<file path="config.mk">
export PLATFORM = sky130hd
export DESIGN_NAME = wt_watch_timer
export DESIGN_NICKNAME = d
export VERILOG_FILES = /design/src/rtl/wt_pkg.sv /design/src/rtl/wt_prescaler.sv /design/src/rtl/wt_counter.sv /design/src/rtl/wt_regs.sv /design/src/rtl/wt_watch_timer.sv
export SDC_FILE = /design/constraint.sdc
export NUM_CORES = 1
export LEC_CHECK = 0
export ABC_AREA = 1
export BUFFER_PORTS_ARGS = -buffer_cell sky130_fd_sc_hd__buf_2
export CELL_PAD_IN_SITES_DETAIL_PLACEMENT = 1
export CELL_PAD_IN_SITES_GLOBAL_PLACEMENT = 1
export CORE_ASPECT_RATIO = 1.4
export CORE_MARGIN = 3
export CORE_UTILIZATION = 44
export CTS_CLUSTER_SIZE = 16
export DETAILED_ROUTE_END_ITERATION = 16
export HOLD_SLACK_MARGIN = 0.02
export PLACE_DENSITY_LB_ADDON = 0.1
export SYNTH_ARGS = -nofsm -noshare
export SYNTH_HDL_FRONTEND = slang
export SYNTH_SLANG_ARGS = --single-unit
</file>
<file path="constraint.sdc">
create_clock -name clk -period 2.7 [get_ports clk]
set_input_delay 0 -clock clk [delete_from_list [all_inputs] [get_ports clk]]
set_output_delay 0 -clock clk [all_outputs]
set_load 0.02 [all_outputs]
</file>
<file path="src/rtl/wt_pkg.sv">
package wt_pkg;
  localparam int WT_BUS_W = 8;

  typedef enum logic [1:0] {
    IV_TAP_LO  = 2'd0,
    IV_TAP_MID = 2'd1,
    IV_TAP_TOP = 2'd2,
    IV_MATCH   = 2'd3
  } wt_isel_e;

  typedef struct packed {
    logic     en;
    logic     rsv6;
    logic [1:0] csel;
    wt_isel_e isel;
    logic     rsv1;
    logic     flag;
  } wt_ctrl_t;
endpackage

</file>
<file path="src/rtl/wt_prescaler.sv">
module wt_prescaler #(
  parameter int PRE_W   = 14,
  parameter int TAP_LO  = 7,
  parameter int TAP_MID = 13
) (
  input  logic             clk,
  input  logic             rst_n,
  input  logic             en,
  input  logic             tick,
  output logic [PRE_W-1:0] pre_q,
  output logic             tap_lo,
  output logic             tap_mid,
  output logic             tap_top
);
  function automatic logic low_ones(input logic [PRE_W-1:0] v, input int n);
    logic [PRE_W-1:0] m;
    m = (PRE_W'(1) << n) - PRE_W'(1);
    return (v & m) == m;
  endfunction

  logic adv;
  assign adv     = en & tick;
  assign tap_lo  = adv & low_ones(pre_q, TAP_LO);
  assign tap_mid = adv & low_ones(pre_q, TAP_MID);
  assign tap_top = adv & low_ones(pre_q, PRE_W);

  always_ff @(posedge clk or negedge rst_n) begin
    if (!rst_n)   pre_q <= '0;
    else if (!en) pre_q <= '0;
    else if (adv) pre_q <= pre_q + PRE_W'(1);
  end
endmodule

</file>
<file path="src/rtl/wt_counter.sv">
module wt_counter #(
  parameter int CNT_W = 7
) (
  input  logic             clk,
  input  logic             rst_n,
  input  logic             en,
  input  logic             step,
  input  logic             clr,
  input  logic [CNT_W-1:0] period,
  output logic [CNT_W-1:0] cnt_q,
  output logic             match
);
  function automatic logic [CNT_W-1:0] eff_period(input logic [CNT_W-1:0] p);
    return (p == '0) ? CNT_W'(1) : p;
  endfunction

  assign match = step & (cnt_q == eff_period(period));

  always_ff @(posedge clk or negedge rst_n) begin
    if (!rst_n)          cnt_q <= '0;
    else if (!en || clr) cnt_q <= '0;
    else if (match)      cnt_q <= '0;
    else if (step)       cnt_q <= cnt_q + CNT_W'(1);
  end
endmodule

</file>
<file path="src/rtl/wt_regs.sv">
module wt_regs
  import wt_pkg::*;
#(
  parameter int                 CNT_W      = 7,
  parameter int                 AW         = 8,
  parameter logic [AW-1:0]      CNT_ADDR   = 8'h89,
  parameter logic [AW-1:0]      CTRL_ADDR  = 8'h8F,
  parameter logic [CNT_W-1:0]   PERIOD_RST = '1
) (
  input  logic                clk,
  input  logic                rst_n,
  input  logic                bus_wr,
  input  logic [AW-1:0]       bus_addr,
  input  logic [WT_BUS_W-1:0] bus_wdata,
  input  logic [CNT_W-1:0]    cnt_q,
  input  logic                set_evt,
  output logic [CNT_W-1:0]    period_q,
  output wt_ctrl_t            ctrl_q,
  output logic                clr,
  output logic [WT_BUS_W-1:0] bus_rdata
);
  localparam int PAD_W = WT_BUS_W - CNT_W;

  logic wr_cnt, wr_ctrl;
  assign wr_cnt  = bus_wr && (bus_addr == CNT_ADDR);
  assign wr_ctrl = bus_wr && (bus_addr == CTRL_ADDR);
  assign clr     = wr_cnt && bus_wdata[WT_BUS_W-1];

  always_ff @(posedge clk or negedge rst_n) begin
    if (!rst_n) begin
      period_q <= PERIOD_RST;
      ctrl_q   <= '0;
    end else begin
      if (wr_cnt) period_q <= bus_wdata[CNT_W-1:0];
      if (wr_ctrl) begin
        ctrl_q.en   <= bus_wdata[7];
        ctrl_q.csel <= bus_wdata[5:4];
        ctrl_q.isel <= wt_isel_e'(bus_wdata[3:2]);
      end
      if (set_evt)                      ctrl_q.flag <= 1'b1;
      else if (wr_ctrl && !bus_wdata[0]) ctrl_q.flag <= 1'b0;
    end
  end

  always_comb begin
    if (bus_addr == CNT_ADDR)       bus_rdata = {{PAD_W{1'b0}}, cnt_q};
    else if (bus_addr == CTRL_ADDR) bus_rdata = {ctrl_q.en, 1'b0, ctrl_q.csel, ctrl_q.isel, 1'b0, ctrl_q.flag};
    else                            bus_rdata = '0;
  end
endmodule

</file>
<file path="src/rtl/wt_watch_timer.sv">
module wt_watch_timer
  import wt_pkg::*;
#(
  parameter int            PRE_W     = 14,
  parameter int            CNT_W     = 7,
  parameter int            TAP_LO    = 7,
  parameter int            TAP_MID   = 13,
  parameter int            AW        = 8,
  parameter logic [AW-1:0] CNT_ADDR  = 8'h89,
  parameter logic [AW-1:0] CTRL_ADDR = 8'h8F
) (
  input  logic                clk,
  input  logic                rst_n,
  input  logic [3:0]          tick_src,
  input  logic                bus_wr,
  input  logic [AW-1:0]       bus_addr,
  input  logic [WT_BUS_W-1:0] bus_wdata,
  output logic [WT_BUS_W-1:0] bus_rdata,
  output logic                irq
);
  wt_ctrl_t         ctrl_q;
  logic [CNT_W-1:0] period_q, cnt_q;
  logic [PRE_W-1:0] pre_q;
  logic tick, tap_lo, tap_mid, tap_top, match, clr, evt, set_evt;

  assign tick = tick_src[ctrl_q.csel];

  wt_prescaler #(.PRE_W(PRE_W), .TAP_LO(TAP_LO), .TAP_MID(TAP_MID)) pre_i (
    .clk(clk), .rst_n(rst_n), .en(ctrl_q.en), .tick(tick), .pre_q(pre_q),
    .tap_lo(tap_lo), .tap_mid(tap_mid), .tap_top(tap_top));

  wt_counter #(.CNT_W(CNT_W)) cnt_i (
    .clk(clk), .rst_n(rst_n), .en(ctrl_q.en), .step(tap_top), .clr(clr),
    .period(period_q), .cnt_q(cnt_q), .match(match));

  always_comb begin
    unique case (ctrl_q.isel)
      IV_TAP_LO:  evt = tap_lo;
      IV_TAP_MID: evt = tap_mid;
      IV_TAP_TOP: evt = tap_top;
      default:    evt = match;
    endcase
  end
  assign set_evt = ctrl_q.en & evt;

  wt_regs #(.CNT_W(CNT_W), .AW(AW), .CNT_ADDR(CNT_ADDR), .CTRL_ADDR(CTRL_ADDR)) regs_i (
    .clk(clk), .rst_n(rst_n), .bus_wr(bus_wr), .bus_addr(bus_addr), .bus_wdata(bus_wdata),
    .cnt_q(cnt_q), .set_evt(set_evt), .period_q(period_q), .ctrl_q(ctrl_q),
    .clr(clr), .bus_rdata(bus_rdata));

  assign irq = ctrl_q.flag;
endmodule

</file>
==> out/results.ini <==
[routing]
vias=2084
ant_nets=0
drt_iter0_drc=37
first_pass_iters=4
wirelength_um=6310
viasPerCell=5.24
drcViolationCount=0
routedWlPerCell_um=15.9

[placed_design]
dp.cells=381
dpl.hpwl_um=4770
place.gp.congestion=0.829
dp_slack_ns=1.11
io_buffers=31
place_area_sq_mm=0.00234

[synth]
synth.most_common_cell=nand2_1
synth_top_cell_area_share=0.320
synth_commonest_cells=nand2_1, inv_1, dfrtp_1
async_flop_share=1.00
netlist_area_sq_mm=0.00211
synth_area_leader_cell=dfrtp_1
synth_fp_nets=315
synth-seq-area-share=0.407
synth_seq_cells=34
synth_area_per_cell_sq_um=7.29
synthDistinctLibCells=30
syn_inst=290
yosys_warnings=0
yosys-top-cells-area=dfrtp_1, nand2_1, dfstp_2
synthFlopType=dfrtp_1
synth-edff-count=0

[clock_tree]
htree_levels=2
clk_path_buf_depth=2
clk_pin_slew_ns=0.07
post_cts_resized=0
cts_root_buf=clkbuf_8
numCtsBuffers=5
cts_setup_buffers=0
worstSkewPairLatency_ns=0.29
cts_tree=yes
clock_sinks=34

[layout]
final_area_sq_mm=0.00254
layout-drive-gt1-share=0.214
diodes=0
nets=360
syn2layout_area_growth_pct=20.1
final_cells=398

[power_and_ir_drop]
p_leak_nw=1.32
peakVddDrop_mv=0.346
power.density_mw_per_mm2=517

[grt]
antenna_found_initial=0
grt_usage=0.248
grt_pass1_vias=2313
overflow=0
grt_pass1_wl_um=10700
grt_max_degree=35

[critical_path]
crit_arrival_ns=1.81
timing_worst_setup_path_type=reg2reg
critPathLaunchType=register
worst_ep_required_time_ns=2.87
worst_setup_path_end_kind=register
crit_fanout=7
r2r_slack_ns=1.07

[sta]
setup_viol=0
drv_slew=0
fin_ws_ns=1.07
worst_pin_slew_ns=0.800
rsz0062_at_grt=false
finalSetupTns_ns=0
hold_slack_ns=0.0727
fin_skew_ns=0.00427
fin_crit_sh=0.604
max_freq_mhz=613
max-slew-margin-rel=0.467
finalCriticalPeriod_ns=1.63
finalHoldViolations=0

[die]
num_io_pins=32
start_util=0.462
dieHeight_um=88
die_area_sq_mm=0.00568
core_area_sq_mm=0.00457
dieWidth_um=64.6
fp-row-count=29

[status]
status=finished, final reports clean

[hold_path]
hp-class=in2reg

[flow_run]
max_cap_violations=0

[cell type report]
cell class / count / area, sq um
Clock buffer: 8 / 110
Fill cell: 625 / 2030
Inverter: 45 / 169
Multi-Input combinational cell: 209 / 1080
Sequential cell: 34 / 860
Tap cell: 62 / 77.6
Timing Repair Buffer: 40 / 245
[flip-flops by register name, summed over array words and instances (netlist names)]
name and flops:
pre_i.pre_q 14, cnt_i.cnt_q 7, regs_i.period_q 7, regs_i.ctrl_q 6
[layer usage]
metal | GRT usage | up-vias | share of wire
met2 | 0.492 | 36 | 0.57
met3 | 0.0462 | 13 | 0.025
met4 | 0.110 | 0 | 0.025
met5 | 0 | - | 0
met1 | 0.247 | 1015 | 0.38
li1 | - | 1020 | -
[logic make-up (layout without fill, tap and decap cells)]
kind of cell,Yosys count,count (layout),synth area share
xor gates and xnor gates,6,6,0.0249
and+or+nand+nor,166,166,0.378
buffers and inverters,47,93,0.0841
adders and majority gates,2,2,0.0118
DFF,34,34,0.407
AOI/OAI and AO/OA,35,35,0.0941
[worst max-delay path, cell delays in order, from the launching register on]
cell and delay [ns]:
dfrtp_1 0.45, ha_1 0.22, nand3_1 0.13, inv_2 0.11, nand4_2 0.16, nor2_4 0.21
nor2b_4 0.09, nand2_1 0.08, nand2_1 0.07
[report_power, final]
part	internal [W]	total, W	switching [W]
Sequential	0.000569	0.000632	0.0000633
Clock	0.000258	0.000458	0.000200
Combinational	0.0000797	0.000223	0.000143
[worst paths after layout]
| check | start | end | cells past startpoint |
|---|---|---|---|
| worst max-delay path | pre_i.pre_q[0] | cnt_i.cnt_q[6] | 8 |
| worst min register to register | regs_i.period_q[5] | regs_i.period_q[5] | 2 |
| min in group asynchronous | rst_n | regs_i.ctrl_q[5] | 2 |
| max in group asynchronous | rst_n | pre_i.pre_q[13] | 2 |
| worst min-delay path | bus_wr | regs_i.ctrl_q[0] | 4 |
| worst max register to register | pre_i.pre_q[0] | cnt_i.cnt_q[6] | 8 |
[placed cells by master, fill, tap and decap left out, types with 2 or more instances in the layout]
cell           instances
o21ai_0               12
inv_2                 10
dfrtp_1               27
xor2_1                 6
nand3_1               19
nor2_2                 4
dfstp_2                7
a21oi_1                5
nor2_4                 3
nor3_4                 2
inv_1                 35
nor2_1                26
ha_1                   2
o22ai_1                4
buf_2                 31
nor3_1                 8
nand2_1               85
dlygate4sd3_1          9
nand4_1               12
o21ai_1               11
clkbuf_8               8
[what timing repair did]
action / 4_1_cts / 5_1_grt
endpoints found under the hold margin: 39 / 0
endpoints found under the setup margin: 0 / 0
hold buffers: 9 / 0
[metrics by stage]
stage | power, W | util
finish | 0.00131 | 0.555
global route | 0.00139 | 0.555
CTS | 0.00132 | 0.555
detailed placement | 0.000852 | 0.511
global placement | 0.000841 | 0.511
floorplan | 0.000762 | -
Power figures use the tool's default switching activity.
